File: src/rtl/rsup_pkg.sv
package rsup_pkg;

    localparam int unsigned NUM_RAILS = 3;
    localparam int unsigned NUM_SRC   = NUM_RAILS + 1;

    typedef enum logic [1:0] {
        CAUSE_RAIL0  = 2'd0,
        CAUSE_RAIL1  = 2'd1,
        CAUSE_RAIL2  = 2'd2,
        CAUSE_MANUAL = 2'd3
    } cause_e;

    // Converts a duration in ns to clock cycles, rounding up, never below 1.
    function automatic int unsigned ns_to_cyc(input longint unsigned hz,
                                              input longint unsigned ns);
        longint unsigned c;
        c = (hz * ns + 64'd999_999_999) / 64'd1_000_000_000;
        if (c < 64'd1) c = 64'd1;
        return int'(c);
    endfunction

    function automatic int unsigned ms_to_cyc(input longint unsigned hz,
                                              input longint unsigned ms);
        longint unsigned c;
        c = (hz / 64'd1000) * ms;
        if (c < 64'd1) c = 64'd1;
        return int'(c);
    endfunction

endpackage

File: src/rtl/rsup_sync.sv
module rsup_sync #(
    parameter logic RST_VAL = 1'b0
) (
    input  logic clk,
    input  logic arst_n,
    input  logic d_i,
    output logic q_o
);
    logic [1:0] stage_d, stage_q;

    always_comb begin
        stage_d = {stage_q[0], d_i};
    end

    always_ff @(posedge clk or negedge arst_n) begin
        if (!arst_n) stage_q <= {2{RST_VAL}};
        else         stage_q <= stage_d;
    end

    assign q_o = stage_q[1];
endmodule

File: src/rtl/rsup_filter.sv
module rsup_filter #(
    parameter int unsigned MIN_W = 4
) (
    input  logic clk,
    input  logic arst_n,
    input  logic good_i,
    output logic fault_o
);
    localparam int unsigned CW = $clog2(MIN_W + 1);
    localparam logic [CW-1:0] TERM = CW'(MIN_W);

    logic [CW-1:0] cnt_d, cnt_q;

    always_comb begin
        cnt_d = cnt_q;
        if (good_i)             cnt_d = '0;
        else if (cnt_q != TERM) cnt_d = cnt_q + 1'b1;
    end

    always_ff @(posedge clk or negedge arst_n) begin
        if (!arst_n) cnt_q <= TERM;
        else         cnt_q <= cnt_d;
    end

    assign fault_o = (cnt_q == TERM);

    assert_cnt_bounded_R6: assert property (@(posedge clk) disable iff (!arst_n)
        cnt_q <= TERM);
    assert_fault_needs_bad_R6: assert property (@(posedge clk) disable iff (!arst_n)
        $rose(fault_o) |-> $past(!good_i));
    assert_good_clears_R3: assert property (@(posedge clk) disable iff (!arst_n)
        good_i |=> !fault_o);
endmodule

File: src/rtl/supply_reset_seq.sv
module supply_reset_seq
    import rsup_pkg::*;
#(
    parameter int unsigned CLK_HZ      = 50_000_000,
    parameter int unsigned DELAY_MS    = 200,
    parameter int unsigned RAIL_MIN_NS = 6000,
    parameter int unsigned MAN_MIN_NS  = 100
) (
    input  logic       clk,
    input  logic       arst_n,
    input  logic [2:0] rail_good_i,
    input  logic       man_rst_n_i,
    output logic       sys_rst_n_o,
    output logic       sys_rst_o,
    output logic [1:0] cause_o
);
    localparam int unsigned DLY_CYC = ms_to_cyc(CLK_HZ, DELAY_MS);
    localparam int unsigned RAIL_W  = ns_to_cyc(CLK_HZ, RAIL_MIN_NS);
    localparam int unsigned MAN_W   = ns_to_cyc(CLK_HZ, MAN_MIN_NS);
    localparam int unsigned DLY_W   = $clog2(DLY_CYC + 1);
    localparam logic [DLY_W-1:0] DLY_TERM = DLY_W'(DLY_CYC);

    typedef struct packed {
        logic [DLY_W-1:0]   dly;
        logic               rst_n;
        logic               rst;
        cause_e             cause;
        logic [NUM_SRC-1:0] flt_prev;
    } seq_t;

    logic [NUM_SRC-1:0] raw, fault, rise;
    logic               all_ok, rel;
    seq_t               s_d, s_q;

    assign raw = {man_rst_n_i, rail_good_i};

    for (genvar g = 0; g < NUM_SRC; g++) begin : g_src
        localparam int unsigned W = (g < NUM_RAILS) ? RAIL_W : MAN_W;
        logic synced;
        rsup_sync #(.RST_VAL(1'b0)) u_sync (
            .clk(clk), .arst_n(arst_n), .d_i(raw[g]), .q_o(synced)
        );
        rsup_filter #(.MIN_W(W)) u_filt (
            .clk(clk), .arst_n(arst_n), .good_i(synced), .fault_o(fault[g])
        );
    end

    always_comb begin
        s_d          = s_q;
        all_ok       = ~|fault;
        rise         = fault & ~s_q.flt_prev;
        s_d.flt_prev = fault;

        if (!all_ok)                s_d.dly = '0;
        else if (s_q.dly != DLY_TERM) s_d.dly = s_q.dly + 1'b1;

        rel       = all_ok && (s_d.dly == DLY_TERM);
        s_d.rst_n = rel;
        s_d.rst   = !rel;

        if      (rise[0]) s_d.cause = CAUSE_RAIL0;
        else if (rise[1]) s_d.cause = CAUSE_RAIL1;
        else if (rise[2]) s_d.cause = CAUSE_RAIL2;
        else if (rise[3]) s_d.cause = CAUSE_MANUAL;
    end

    always_ff @(posedge clk or negedge arst_n) begin
        if (!arst_n) begin
            s_q.dly      <= '0;
            s_q.rst_n    <= 1'b0;
            s_q.rst      <= 1'b1;
            s_q.cause    <= CAUSE_MANUAL;
            s_q.flt_prev <= '1;
        end else begin
            s_q <= s_d;
        end
    end

    assign sys_rst_n_o = s_q.rst_n;
    assign sys_rst_o   = s_q.rst;
    assign cause_o     = s_q.cause;

    assert_outputs_complement_R2: assert property (@(posedge clk) disable iff (!arst_n)
        sys_rst_o == !sys_rst_n_o);
    assert_fault_asserts_R1: assert property (@(posedge clk) disable iff (!arst_n)
        (|fault) |=> !sys_rst_n_o);
    assert_release_full_delay_R3: assert property (@(posedge clk) disable iff (!arst_n)
        $rose(sys_rst_n_o) |-> (s_q.dly == DLY_TERM));
    assert_no_wrap_R10: assert property (@(posedge clk) disable iff (!arst_n)
        s_q.dly <= DLY_TERM);
    assert_fall_has_cause_R9: assert property (@(posedge clk) disable iff (!arst_n)
        $fell(sys_rst_n_o) |-> $past(|fault));
endmodule

File: config.mk
export PLATFORM = sky130hd
export DESIGN_NAME = supply_reset_seq
export DESIGN_NICKNAME = d
export VERILOG_FILES = /design/src/rtl/rsup_pkg.sv /design/src/rtl/rsup_sync.sv /design/src/rtl/rsup_filter.sv /design/src/rtl/supply_reset_seq.sv
export SDC_FILE = /design/constraint.sdc
export NUM_CORES = 1
export LEC_CHECK = 0
export BUFFER_PORTS_ARGS = -buffer_cell sky130_fd_sc_hd__buf_2
export CAP_MARGIN = 20
export CORE_ASPECT_RATIO = 0.7
export CORE_MARGIN = 2
export CORE_UTILIZATION = 50
export DETAILED_ROUTE_END_ITERATION = 16
export PLACE_DENSITY_LB_ADDON = 0.25
export SYNTH_ARGS = -nofsm -noshare
export SYNTH_HDL_FRONTEND = slang
export SYNTH_SLANG_ARGS = --single-unit
File: constraint.sdc
create_clock -name clk -period 6.8 [get_ports clk]
set_input_delay 0.34 -clock clk [delete_from_list [all_inputs] [get_ports clk]]
set_output_delay 0.34 -clock clk [all_outputs]
set_load 0.1 [all_outputs]
# Word level (Yosys, flattened, before mapping)
# Cells that the tools add are included.
dict set report word_totals {
  regBits 70
  in_bits 6
  out_inout_bits 4
  elab_cells 53
}
dict set report classes {
  add_sub_neg 5
  eq_ne 10
  n_mux 14
  bitwise_logic 2
  n_reduce_logical 9
}
# cell count
set op_table {}
lappend op_table {{$mux W9} 6}
lappend op_table {{$mux W24} 2}
lappend op_table {{$add A9 B1 Y9 const B} 3}
lappend op_table {{$eq A9 B9 Y1 const B} 3}
lappend op_table {{$ne A9 B9 Y1 const B} 3}
lappend op_table {{$add A24 B1 Y24 const B} 1}
lappend op_table {{$eq A24 B24 Y1 const B} 1}
lappend op_table {{$ne A24 B24 Y1 const B} 1}
lappend op_table {{$mux W2} 4}
lappend op_table {{$reduce_bool A2 Y1} 4}
lappend op_table {{$mux W3} 2}
lappend op_table {{$and A4 B4 Y4} 1}
lappend op_table {{$not A4 Y4} 1}
lappend op_table {{$reduce_bool A4 Y1} 1}
lappend op_table {{$reduce_or A4 Y1} 1}
lappend op_table {{$add A3 B1 Y3 const B} 1}
lappend op_table {{$eq A3 B3 Y1 const B} 1}
lappend op_table {{$ne A3 B3 Y1 const B} 1}
lappend op_table {{$logic_not A1 Y1} 2}
lappend op_table {{$logic_and A1 B1 Y1} 1}

# Depth between registers and ports, before layout
dict set report depth {
  ltp_word 6
  depth_mapped 9
}

# By module
# Synthesis repeated with hierarchy kept, for this count alone.
dict set report hier_totals {
  hier_cells 357
  hier_area_um2 3614.7
}
# module n_inst cells_per_inst area_each_um2
set by_module_without_submodules {}
lappend by_module_without_submodules {supply_reset_seq 1 181 1754.2}
lappend by_module_without_submodules {{rsup_filter (g_src[0].u_filt ...)} 3 51 498.0}
lappend by_module_without_submodules {rsup_sync 4 2 50.0}
lappend by_module_without_submodules {{rsup_filter (g_src[3].u_filt)} 1 15 166.4}

# Least setup slack after synthesis
# OpenSTA, ideal clock, no wires.
dict set report synth_path {
  kind {reg-to-reg}
  startpoint {register g_src[0].u_filt.cnt_q[0]}
  endpoint {register s_q (netlist bit sys_rst_n_o)}
  setup_time_ps 67
  arrival_ps 2291
  slack_ps 4442
  path_stages_with_launch 10
  path_buffers 1
  period_less_slack_ps 2358
  cell_sequence {dfrtp_1 -> inv_1 -> ha_1 -> nand2b_1 -> or4_1 -> clkbuf_8 -> and4_1 -> a221o_1 -> nor4_2 -> o2111a_1}
}
dict set report synth_between {
  elab_chain_len 5
  word_cells_on_any_way 6
  classes_between {eq/ne: 2; mux: 1; reduce/logical: 3}
}
# item line
set synth_rtl {}
lappend synth_rtl {{start: declaration} rsup_filter.sv:12} ;# logic [CW-1:0] cnt_d, cnt_q;
lappend synth_rtl {{start signal: assignment} rsup_filter.sv:22} ;# else cnt_q <= cnt_d;
lappend synth_rtl {{$eq A9 B9 Y1 (*)} rsup_filter.sv:25} ;# assign fault_o = (cnt_q == TERM);
lappend synth_rtl {{$reduce_or A4 Y1 (*)} supply_reset_seq.sv:50} ;# all_ok = ~|fault;
lappend synth_rtl {{$mux W24} supply_reset_seq.sv:54} ;# if (!all_ok) s_d.dly = '0;
lappend synth_rtl {{$eq A24 B24 Y1} supply_reset_seq.sv:57} ;# rel = all_ok && (s_d.dly == DLY_TERM);
lappend synth_rtl {{$logic_and A1 B1 Y1 (*)} supply_reset_seq.sv:57}
lappend synth_rtl {{net rel} supply_reset_seq.sv:32} ;# logic all_ok, rel;
lappend synth_rtl {{end: declaration} supply_reset_seq.sv:33} ;# seq_t s_d, s_q;
# Mark *: on every way through the listed nets, which the timed path passes. The rest lies on a longest branch.
# A chain may end at the register's enable or synchronous reset.

# Final worst setup path
# Ends and elaborated chain as after synthesis.

==> impl_metrics.env <==
export IMPL_drc_errors=0
export IMPL_clk_pin_slew_ns=0.07
export IMPL_rsz0062_at_grt="no"
export IMPL_met3_length_um=340
export IMPL_reg2regPathDepth=8
export IMPL_drive_gt1_share_pct=16.05
export IMPL_insertion_delay_ns=0.36
export IMPL_max_cap_violations=0
export IMPL_cp_max_fo=9
export IMPL_cts_resized=0
export IMPL_combPwrFrac_pct=17.4
export IMPL_power_leakage_nw=1.629
export IMPL_vias=2647
export IMPL_htree_levels=3
export IMPL_syn_nets=381
export IMPL_ios=10
export IMPL_irDropWorstVdd_v=0.0001633
export IMPL_wl_met1_um=3585
export IMPL_fp_dieW_um=105.6
export IMPL_ys_warn_count=0
export IMPL_dr_wl_met2_um=2870
export IMPL_netlist_instances=365
export IMPL_row_count=25
export IMPL_routed_wl_um=6855
export IMPL_grt_pass1_wl_um=11870
export IMPL_finalCritPeriodShare_pct=39.83
export IMPL_yosysTopAreaCell="dfrtp_1"
export IMPL_seq_power_share_pct=49.5
export IMPL_setup_ws_ns=4.092
export IMPL_dpl_hpwl_um=4645
export IMPL_hold_path_class="input port to flip-flop"
export IMPL_required_ns=7.08
export IMPL_synth_seq_area_share_pct=49.22
export IMPL_tns_ns=0
export IMPL_yosysMostFrequentCell="nor2_1"
export IMPL_clock_fmax_mhz=369.2
export IMPL_synth_area_um2=3612
export IMPL_ys_types=57
export IMPL_p_int_w=0.0007043
export IMPL_post_cts_setup_buffers=0
export IMPL_worstSetupPathType="flip-flop to flip-flop"
export IMPL_clock_path_buffers=2
export IMPL_n_antenna_cell=0
export IMPL_grt_pass1_vias=2540
export IMPL_chipHeight_um=75.12
export IMPL_fin_worst_hold_slack_ns=0.09054
export IMPL_fp_dieArea_um2=7931
export IMPL_slew_headroom_pct=42.78
export IMPL_fin_cells=474
export IMPL_final_core_util_pct=56.87
export IMPL_drtAntennaViolNets=0
export IMPL_antenna_found_initial=0
export IMPL_status="complete, no violations"
export IMPL_worstHoldPathCells=1
export IMPL_vias_per_cell=5.584
export IMPL_p_sw_w=0.0003160
export IMPL_cts_tree="done"
export IMPL_drt_first_pass_iters=4
export IMPL_dp_cells=458
export IMPL_groute_usage_overall_pct=19.31
export IMPL_grt_ovfl_total=0
export IMPL_startpoint_type="flip-flop"
export IMPL_synthToLayoutAreaGrowth_pct=8.348
export IMPL_dpl_worst_slack_ns=4.136
export IMPL_cts_root_buffer="clkbuf_8"
export IMPL_period_minus_slack_ns=2.708
export IMPL_clockPowerShare_pct=33.1
export IMPL_setup_viol=0
export IMPL_worst_ep_arrival_time_ns=2.99
export IMPL_skew_ns=0.01209
export IMPL_routedWlPerCell_um=14.46
export IMPL_ys_flop_type="dfrtp_1"
export IMPL_power_density_nw_per_um2=260.7
export IMPL_first_iter_violations=176
export IMPL_yosys_register_bits=70
export IMPL_yosys_area_top_type_share_pct=33.95
export IMPL_cp_end_kind="flip-flop"
export IMPL_cts_sinks=70
export IMPL_hold_viol_final=0
export IMPL_cts_made_buffers=9
export IMPL_synth_common_cells="nor2_1 (60), dfrtp_1 (49), nand2_1 (23)"
export IMPL_numPortBuffers=9
export IMPL_initial_core_util_pct=52.49
export IMPL_worst_pin_slew_ns=0.8583
export IMPL_avgSynthCellArea_um2=9.896
export IMPL_p_sw_share_pct=30.97
export IMPL_drv_slew=0
export IMPL_place_gp_congestion=0.8883
export IMPL_hold_buffers=0
export IMPL_yosys_top_cells_area="dfrtp_1 (34%), dfstp_2 (15%), nor2_1 (6.2%)"
export IMPL_core_region_area_um2=6882
export IMPL_fillers=595
export IMPL_grt_max_degree=71
export IMPL_async_flop_share_pct=100.0
export IMPL_synth_edf_count=0
export IMPL_fin_nets=391
export IMPL_maxUsedRoutingLayer="met4"
-- logic make-up after synthesis --
group | after synthesis | synth area share [%]
buffers and inverters | 30 | 3.983
and+or+nand+nor | 173 | 25.70
xor gates and xnor gates | 40 | 9.698
AOI/OAI and AO/OA | 39 | 7.066
DFF | 70 | 49.22
adders and majority gates | 10 | 3.464
muxes | 3 | 0.8660
-- sequential cells by signal, indices dropped and copies added, names as in the netlist --
register,flops
sys_rst_n_o,1
g_src.u_sync.stage_q,8
cause_o,2
sys_rst_o,1
g_src.u_filt.cnt_q,30
s_q,28
-- final timing paths --
kind	slack, ns	startpoint	end
worst max-delay path	4.09	g_src[0].u_filt.cnt_q[0]$_DFFE_PN0P_	sys_rst_n_o$_DFF_PN0_
worst min register to register	0.35	g_src[1].u_sync.stage_q[0]$_DFF_PN0_	g_src[1].u_sync.stage_q[1]$_DFF_PN0_
worst min-delay path	0.09	rail_good_i[1]	g_src[1].u_sync.stage_q[0]$_DFF_PN0_
max in group asynchronous	6.05	arst_n	s_q[11]$_DFF_PN0_
worst max register to register	4.09	g_src[0].u_filt.cnt_q[0]$_DFFE_PN0P_	sys_rst_n_o$_DFF_PN0_
min in group asynchronous	0.17	arst_n	g_src[2].u_filt.cnt_q[7]$_DFFE_PN0P_
-- critical path: stages (launching register included) --
cell      delay [ns]
dfrtp_1         0.44
inv_1           0.09
ha_1            0.14
nand2b_1        0.05
or4_1           0.65
and4_1          0.30
a221o_1         0.36
nor4_2          0.37
o2111a_1        0.25
-- cell type report --
type | instances | area (um2) | share of cell area (%)
Clock buffer | 12 | 155.1 | 3.964
Clock inverter | 4 | 45.04 | 1.151
Inverter | 18 | 67.56 | 1.726
Multi-Input combinational cell | 265 | 1690 | 43.19
Sequential cell | 70 | 1778 | 45.43
Tap cell | 94 | 117.6 | 3.005
Timing Repair Buffer | 11 | 60.06 | 1.535
-- metal layers --
layer	GRT usage, %	vias up
met2	28.10	58
met3	6.494	8
met4	6.140	0
met1	27.47	1291
met5	0	-
li1	-	1290
-- cell usage in the layout, fill, tap and decap left out, types with 10 or more instances in the layout --
master / Yosys / final
xor2_1: 22 / 22
nor3_1: 12 / 12
ha_1: 10 / 10
nand4_1: 17 / 17
nand2_1: 23 / 23
inv_1: 18 / 18
clkbuf_8: 1 / 11
a21oi_1: 14 / 14
nor2_1: 60 / 60
xnor2_1: 18 / 18
dfrtp_1: 49 / 49
nand3_1: 18 / 18
dfstp_2: 21 / 21
-- through the flow --
stage / total power [W] / instance area [um2]
floorplan: 0.0006506 / 3612
global placement: 0.0006869 / 3714
detailed placement: 0.0006888 / 3714
CTS: 0.001030 / 3914
global route: 0.001079 / 3914
finish: 0.001020 / 3914
-- power groups by stage --
| stage | Combinational [W] | Sequential (W) | Clock [W] |
|---|---|---|---|
| floorplan | 0.000155 | 0.000496 | 0 |
| finish | 0.000177 | 0.000505 | 0.000338 |
| detailed placement | 0.000178 | 0.000511 | 0 |
| CTS | 0.000179 | 0.000504 | 0.000348 |
| global placement | 0.000177 | 0.000510 | 0 |
| global route | 0.000198 | 0.000512 | 0.000369 |
Note: power is estimated with default switching activity, not from simulation.
